**config.mk**
```make
export PLATFORM = sky130hd
export DESIGN_NAME = periph_irq_flags
export DESIGN_NICKNAME = d
export VERILOG_FILES = /design/src/rtl/pirq_pkg.sv /design/src/rtl/pirq_sticky_bank.sv /design/src/rtl/pirq_status_flag.sv /design/src/rtl/pirq_req_gen.sv /design/src/rtl/periph_irq_flags.sv
export SDC_FILE = /design/constraint.sdc
export NUM_CORES = 1
export LEC_CHECK = 0
export ABC_AREA = 1
export BUFFER_PORTS_ARGS = -buffer_cell sky130_fd_sc_hd__buf_2
export CORE_AREA = 2 2 39 41
export DETAILED_ROUTE_END_ITERATION = 8
export DIE_AREA = 0 0 41 43
export HOLD_SLACK_MARGIN = 0.15
export PLACE_DENSITY = 0.7
export SLEW_MARGIN = 20
export SYNTH_ARGS = -nofsm -noshare
export SYNTH_HDL_FRONTEND = slang
export SYNTH_SLANG_ARGS = --single-unit
```
**constraint.sdc**
```tcl
create_clock -name clk -period 0.95 [get_ports clk]
set_clock_uncertainty 0.1 [all_clocks]
set_input_delay 0.0475 -clock clk [delete_from_list [all_inputs] [get_ports clk]]
set_output_delay 0.0475 -clock clk [all_outputs]
set_load 0.03 [all_outputs]
```
**src/rtl/pirq_pkg.sv**
```systemverilog
package pirq_pkg;
  localparam int NSRC  = 7;
  localparam int REG_W = 8;

  localparam int BIT_TMR_OVF   = 0;
  localparam int BIT_TMR_MATCH = 1;
  localparam int BIT_CCP       = 2;
  localparam int BIT_SSP       = 3;
  localparam int BIT_TX        = 4;
  localparam int BIT_RX        = 5;
  localparam int BIT_ADC       = 6;

  localparam int NSTICKY = 5;

  typedef enum logic [1:0] {
    CCP_CAPTURE = 2'b00,
    CCP_COMPARE = 2'b01,
    CCP_PWM     = 2'b10,
    CCP_PWM_ALT = 2'b11
  } ccp_mode_e;
endpackage

```
**src/rtl/pirq_sticky_bank.sv**
```systemverilog
module pirq_sticky_bank #(
  parameter int N = 5
) (
  input  logic         clk,
  input  logic         rst,
  input  logic [N-1:0] evt,
  input  logic         wr_en,
  input  logic [N-1:0] wr_bits,
  output logic [N-1:0] q
);
  for (genvar i = 0; i < N; i++) begin : g_bit
    always_ff @(posedge clk) begin
      if (rst)
        q[i] <= 1'b0;
      else if (evt[i])
        q[i] <= 1'b1;
      else if (wr_en)
        q[i] <= wr_bits[i];
    end

    AST_EVENT_SETS: assert property (@(posedge clk) disable iff (rst)
      evt[i] |=> q[i]);
    AST_STICKY_HOLD: assert property (@(posedge clk) disable iff (rst)
      (q[i] && !wr_en) |=> q[i]);
  end
endmodule

```
**src/rtl/pirq_status_flag.sv**
```systemverilog
module pirq_status_flag (
  input  logic clk,
  input  logic rst,
  input  logic level,
  input  logic clr_strobe,
  output logic q
);
  always_ff @(posedge clk) begin
    if (rst)
      q <= 1'b0;
    else
      q <= level & ~clr_strobe;
  end

  AST_STROBE_CLEARS: assert property (@(posedge clk) disable iff (rst)
    clr_strobe |=> !q);
  AST_FOLLOWS_LEVEL: assert property (@(posedge clk) disable iff (rst)
    (!clr_strobe && level) |=> q);
endmodule

```
**src/rtl/pirq_req_gen.sv**
```systemverilog
module pirq_req_gen #(
  parameter int N = 7
) (
  input  logic         clk,
  input  logic         rst,
  input  logic [N-1:0] flags,
  input  logic [N-1:0] ien,
  input  logic         gie,
  output logic         irq
);
  logic any_pending;
  assign any_pending = |(flags & ien);

  always_ff @(posedge clk) begin
    if (rst)
      irq <= 1'b0;
    else
      irq <= gie & any_pending;
  end

  AST_IRQ_GATED: assert property (@(posedge clk) disable iff (rst)
    !gie |=> !irq);
  AST_IRQ_RAISED: assert property (@(posedge clk) disable iff (rst)
    (gie && (flags & ien) != '0) |=> irq);
endmodule

```
**src/rtl/periph_irq_flags.sv**
```systemverilog
module periph_irq_flags
  import pirq_pkg::*;
#(
  parameter int SRC_N = NSRC,
  parameter int W     = REG_W
) (
  input  logic             clk,
  input  logic             rst,
  input  logic             wr_en,
  input  logic [W-1:0]     wr_data,
  output logic [W-1:0]     rd_data,
  input  logic             adc_done,
  input  logic             ssp_done,
  input  logic             ccp_capture,
  input  logic             ccp_compare,
  input  logic [1:0]       ccp_mode,
  input  logic             tmr_match,
  input  logic             tmr_ovf,
  input  logic             rx_full,
  input  logic             rx_data_rd,
  input  logic             tx_empty,
  input  logic             tx_data_wr,
  input  logic [SRC_N-1:0] ien,
  input  logic             gie,
  output logic             irq
);
  localparam int PAD_W = W - SRC_N;
  localparam int STICKY_POS [NSTICKY] =
    '{BIT_TMR_OVF, BIT_TMR_MATCH, BIT_CCP, BIT_SSP, BIT_ADC};

  logic               ccp_evt;
  logic [NSTICKY-1:0] sticky_evt;
  logic [NSTICKY-1:0] sticky_wr;
  logic [NSTICKY-1:0] sticky_q;
  logic               rx_q;
  logic               tx_q;
  logic [SRC_N-1:0]   flags;
  logic               unused_wr_bits;

  // The capture/compare source depends on the mode select
  always_comb begin
    unique case (ccp_mode_e'(ccp_mode))
      CCP_CAPTURE: ccp_evt = ccp_capture;
      CCP_COMPARE: ccp_evt = ccp_compare;
      default:     ccp_evt = 1'b0;
    endcase
  end

  always_comb begin
    sticky_evt = {adc_done, ssp_done, ccp_evt, tmr_match, tmr_ovf};
    for (int k = 0; k < NSTICKY; k++)
      sticky_wr[k] = wr_data[STICKY_POS[k]];
  end

  // Bit 7 and the two serial bits of a write go nowhere
  assign unused_wr_bits = ^{wr_data[W-1:SRC_N], wr_data[BIT_RX], wr_data[BIT_TX]};

  pirq_sticky_bank #(.N(NSTICKY)) u_sticky (
    .clk     (clk),
    .rst     (rst),
    .evt     (sticky_evt),
    .wr_en   (wr_en),
    .wr_bits (sticky_wr),
    .q       (sticky_q)
  );

  pirq_status_flag u_rx (
    .clk        (clk),
    .rst        (rst),
    .level      (rx_full),
    .clr_strobe (rx_data_rd),
    .q          (rx_q)
  );

  pirq_status_flag u_tx (
    .clk        (clk),
    .rst        (rst),
    .level      (tx_empty),
    .clr_strobe (tx_data_wr),
    .q          (tx_q)
  );

  always_comb begin
    flags = '0;
    for (int k = 0; k < NSTICKY; k++)
      flags[STICKY_POS[k]] = sticky_q[k];
    flags[BIT_RX] = rx_q;
    flags[BIT_TX] = tx_q;
  end

  assign rd_data = {{PAD_W{1'b0}}, flags};

  pirq_req_gen #(.N(SRC_N)) u_req (
    .clk   (clk),
    .rst   (rst),
    .flags (flags),
    .ien   (ien),
    .gie   (gie),
    .irq   (irq)
  );

  AST_RESET_CLEAR: assert property (@(posedge clk)
    rst |=> (rd_data == '0 && !irq));
  AST_PWM_NO_SET: assert property (@(posedge clk) disable iff (rst)
    (ccp_mode[1] && !wr_en && !rd_data[BIT_CCP]) |=> !rd_data[BIT_CCP]);
  AST_TOP_BIT_ZERO: assert property (@(posedge clk) disable iff (rst)
    (wr_en && wr_data[W-1]) |=> !rd_data[W-1]);
endmodule

```
# [Yosys cells after proc, flatten, opt, wreduce, memory -nomap -nowiden]
# Index checks and enable logic that the tools add are counted.
[totals] ff_bits=8 inputBits=31 out_inout_bits=9
[classes] eq_ne=1 muxes=11 reduce_logical=7 bitwise=6
[op_table] operator="$mux 1" count=10
[op_table] operator="$reduce_bool 2->1" count=5
[op_table] operator="$and 7x7->7" count=1
[op_table] operator="$reduce_or 7->1" count=1
[op_table] operator="$and 1x1->1" count=3
[op_table] operator="$eq 2x1->1 const B" count=1
[op_table] operator="$logic_not 2->1" count=1
[op_table] operator="$not 1->1" count=2
[op_table] operator="$pmux 1 s2" count=1

# [Logic depth before layout (Yosys ltp)]
[depth] word_depth=3 ltp_mapped=4 depth_no_buf=4

# [Hierarchy]
# Synthesis repeated with hierarchy kept, for this count alone.
[unflattened] cells_unflattened=75 area_unflattened_um2=441.7
[by_module_without_submodules] mod="pirq_sticky_bank" n_inst=1 seq_area_each_um2=100.1 cells_each=41 area_per_inst_um2=242.7
[by_module_without_submodules] mod="pirq_req_gen" n_inst=1 seq_area_each_um2=20.0 cells_each=17 area_per_inst_um2=85.1
[by_module_without_submodules] mod="pirq_status_flag" n_inst=2 seq_area_each_um2=20.0 cells_each=4 area_per_inst_um2=33.8
[by_module_without_submodules] mod="periph_irq_flags" n_inst=1 seq_area_each_um2=0.0 cells_each=9 area_per_inst_um2=46.3

# [Least setup slack after synthesis]
# OpenSTA, ideal clock, no wires.
[synth_timing] path_type="reg-to-reg" startpoint="register u_sticky.q[4]" endpoint="register u_req.irq" period_less_slack_ps=941 path_stages_with_launch=5 setup_slack_ps=9 n_path_buf=0 required_time_ps=780 arrival_time_ps=772 cell_sequence="dfxtp_1 > nand2_1 > inv_1 > nor2_1 > a21oi_1"
[synth_via] elab_chain_cells=3
[synth_lines] item="from (decl)" line_no="pirq_sticky_bank.sv:9" source="output logic [N-1:0] q"
[synth_lines] item="from (signal, indexed assignment)" line_no="pirq_sticky_bank.sv:18" source="q[i] <= wr_bits[i];"
[synth_lines] item="$and 7x7->7" line_no="pirq_req_gen.sv:12" source="assign any_pending = |(flags & ien);"
[synth_lines] item="$reduce_or 7->1" line_no="pirq_req_gen.sv:12"
[synth_lines] item="$and 1x1->1" line_no="pirq_req_gen.sv:18" source="irq <= gie & any_pending;"
[synth_lines] item="to (signal assigned)" line_no="pirq_req_gen.sv:18"
[synth_lines] item="to (decl)" line_no="pirq_req_gen.sv:9" source="output logic irq"
# Every way passes these cells.
# A chain may end at the register's enable or synchronous reset.

# [Worst setup path in the final report]
[layout_timing] startpoint="input port ccp_mode[0]" endpoint="register u_sticky.q[2]"
[layout_via] elab_chain_cells=3 elab_cells_between_ends=5
[layout_lines] item="from (decl)" line_no="periph_irq_flags.sv:16" source="input logic [1:0] ccp_mode,"
[layout_lines] item="$eq 2x1->1 or $logic_not 2->1 (tied branches)" line_no="periph_irq_flags.sv:42" source="unique case (ccp_mode_e'(ccp_mode))"
[layout_lines] item="$pmux 1 s2 (*)" line_no="periph_irq_flags.sv:42"
[layout_lines] item="$mux 1 or $reduce_bool 2->1 (tied branches)"
# Every way passes the cells marked *; elsewhere a longest branch is shown, timed or not.

==> impl_metrics.env <==
export IMPL_antenna_left=0
export IMPL_grt_pass1_vias=512
export IMPL_die_h_um=43
export IMPL_register_area_um2=162.7
export IMPL_ios=40
export IMPL_worstPathRequired_ns=1.03
export IMPL_synth_area_leaders="dfxtp_1, nand2_1, a21oi_1, inv_1, buf_4"
export IMPL_ys_flop_type="dfxtp_1"
export IMPL_syn_instance_count=55
export IMPL_drc=0
export IMPL_cts_hold_buffers=26
export IMPL_total_power_uw=931.0
export IMPL_portBuffers=35
export IMPL_cts_htree_levels=1
export IMPL_routed_via_density=4.288
export IMPL_startpoint_type="input pin"
export IMPL_drt_iter0_drc=6
export IMPL_p_int_uw=668.2
export IMPL_clockBufferDepth=2
export IMPL_path_delay_family="buffers and inverters"
export IMPL_clk_latency_ns=0.25
export IMPL_clk_pin_slew_ns=0.06
export IMPL_core_area_um2=1384
export IMPL_gr_total_overflow=0
export IMPL_clock_sinks=8
export IMPL_postLayoutCellArea_um2=853.3
export IMPL_fin_crit_sh_pct=98.05
export IMPL_multi_input_area_um2=163.9
export IMPL_fp_dieArea_um2=1763
export IMPL_cp_arrival_ns=1.01
export IMPL_place_ws_ns=0.1609
export IMPL_hold_viol=0
export IMPL_tns_ns=0
export IMPL_critPathKind="in -> reg"
export IMPL_vdd_ir_drop_max_v=0.0007630
export IMPL_async_flop_share_pct=0
export IMPL_timing_final_ws_setup_ns=0.01855
export IMPL_grtUsageTotal_pct=15.83
export IMPL_hold_class="in -> reg"
export IMPL_nFillCells=117
export IMPL_initial_core_util_pct=26.40
export IMPL_power_switching_uw=262.9
export IMPL_yosysTopAreaCell="dfxtp_1"
export IMPL_p_comb_share_pct=31.4
export IMPL_cts_tree="built"
export IMPL_cts_buffers=3
export IMPL_endpoint_kind="register"
export IMPL_synth_top_cell_area_share_pct=43.84
export IMPL_synth_distinct_cells=9
export IMPL_grt_max_degree=8
export IMPL_firstDrtPassIters=4
export IMPL_gp_congestion=0.6364
export IMPL_antenna_found_initial=0
export IMPL_ys_seq_area_share_pct=43.84
export IMPL_syn2layout_area_growth_pct=133.6
export IMPL_antennaDiodeCount=0
export IMPL_power_density_nw_per_um2=1091
export IMPL_rsz0062_at_grt="yes"
export IMPL_crit_path_max_fanout=2
export IMPL_p_clk_share_pct=28.2
export IMPL_yosys_register_bits=8
export IMPL_maxSlewViolCount=0
export IMPL_fin_crit_ns=0.9314
export IMPL_p_seq_share_pct=40.4
export IMPL_yosysMostFrequentCell="nand2_1"
export IMPL_maxCapViolations=0
export IMPL_synth_area_per_cell_um2=6.643
export IMPL_finalSetupViolCount=0
export IMPL_die_w_um=41
export IMPL_syn_nets=86
export IMPL_num_rows=14
export IMPL_drive_above_1_share_pct=37.07
export IMPL_path_buf_inv=3
export IMPL_netlist_area_um2=365.4
export IMPL_synthTopCellsByCount="nand2_1, a21oi_1, dfxtp_1"
export IMPL_leakage_uw=0.0004646
export IMPL_drt_wl_total_um=1256
export IMPL_max_freq_mhz=1074
export IMPL_synth_edff_count=0
export IMPL_synth_warnings=0
export IMPL_root_buffer="clkbuf_4"
export IMPL_grt_first_pass_wirelength_um=1952
export IMPL_wl_per_cell_um=9.515
export IMPL_finish_utilization_pct=61.66
export IMPL_cp_cell_sequence="dlygate4sd3_1 -> buf_2 -> inv_1 -> nand2_1 -> nand3b_1 -> a21oi_2"
export IMPL_max_stage_delay_ns=0.52
export IMPL_status="finished, final reports clean"
export IMPL_nNetsFinal=149
export IMPL_sw_frac_of_total_pct=28.23
export IMPL_hpwl_um=759.5
export IMPL_dpl_instance_area_um2=538.0
export IMPL_vias=566
export IMPL_cpMaxStageDelayCell="dlygate4sd3_1"
[registers in the layout, summed over array words and instances (netlist names)]
signal,cells
u_req.irq,1
u_rx.q,1
u_sticky.q,5
u_tx.q,1
[worst register-to-register path, cell delays in order (launching register included)]
cell	delay [ns]
dfxtp_1	0.32
nand2_1	0.07
nand2_1	0.05
nor2_1	0.09
a21oi_1	0.06
[placed cells by master, fill, tap and decap left out, types with 2 or more instances in the layout]
cell type	instances
dfxtp_1	6
buf_6	2
inv_1	6
dlygate4sd3_1	25
buf_4	3
buf_2	30
nand2_1	20
dfxtp_2	2
a21oi_1	9
nor2_1	4
clkbuf_4	3
[final cells by class]
type | count | area share [%]
clock buffer | 3 | 2.639
timing repair buffer | 61 | 53.67
sequential | 8 | 19.06
tap | 16 | 2.346
multi-input combinational | 37 | 19.21
inverter | 7 | 3.079
[power by group through the flow]
stage | combinational [µW] | clock (µW) | sequential, µW
after floorplan | 67.3 | 0 | 417
after global placement | 185 | 0 | 378
after detailed placement | 188 | 0 | 379
after CTS | 271 | 250 | 373
after global routing | 316 | 280 | 379
final | 292 | 263 | 376
[stage by stage]
| step | hold slack [ns] | instances |
|---|---|---|
| after global placement | 0.1035 | 103 |
| final | 0.09102 | 132 |
| after CTS | 0.09003 | 132 |
| after floorplan | 0.01657 | 55 |
| after detailed placement | 0.1114 | 103 |
| after global routing | 0.09984 | 132 |
[cells by family after synthesis]
kind of cell	after synthesis	synth area share, %
AO/OA/AOI/OAI	11	15.07
buffers and inverters	10	13.36
flip-flops	8	43.83
other	1	1.026
AND/OR/NAND/NOR	25	26.71
[path summary, 6_finish.rpt]
check / start / end / slack, ns / cells past startpoint
worst min-delay path: wr_en / u_sticky.q[3] / 0.09 / 3
worst max-delay path: ccp_mode[0] / u_sticky.q[2] / 0.02 / 6
worst min register to register: u_sticky.q[3] / u_sticky.q[3] / 0.38 / 2
worst max register to register: u_sticky.q[0] / u_req.irq / 0.14 / 4
[what timing repair did]
action	in CTS	in global routing
hold endpoints to repair	8	5
resized for setup	1	16
setup endpoints to repair	1	7
setup buffers	0	0
pin swaps	0	3
[per-layer routing]
metal	wire (µm)	global-route usage [%]	up-vias
met5	0	0	-
met4	24	7.333	0
met1	507	18.57	253
li1	-	-	289
met3	53	2.094	2
met2	671	26.56	22
Note: power is estimated with default switching activity, not from simulation.
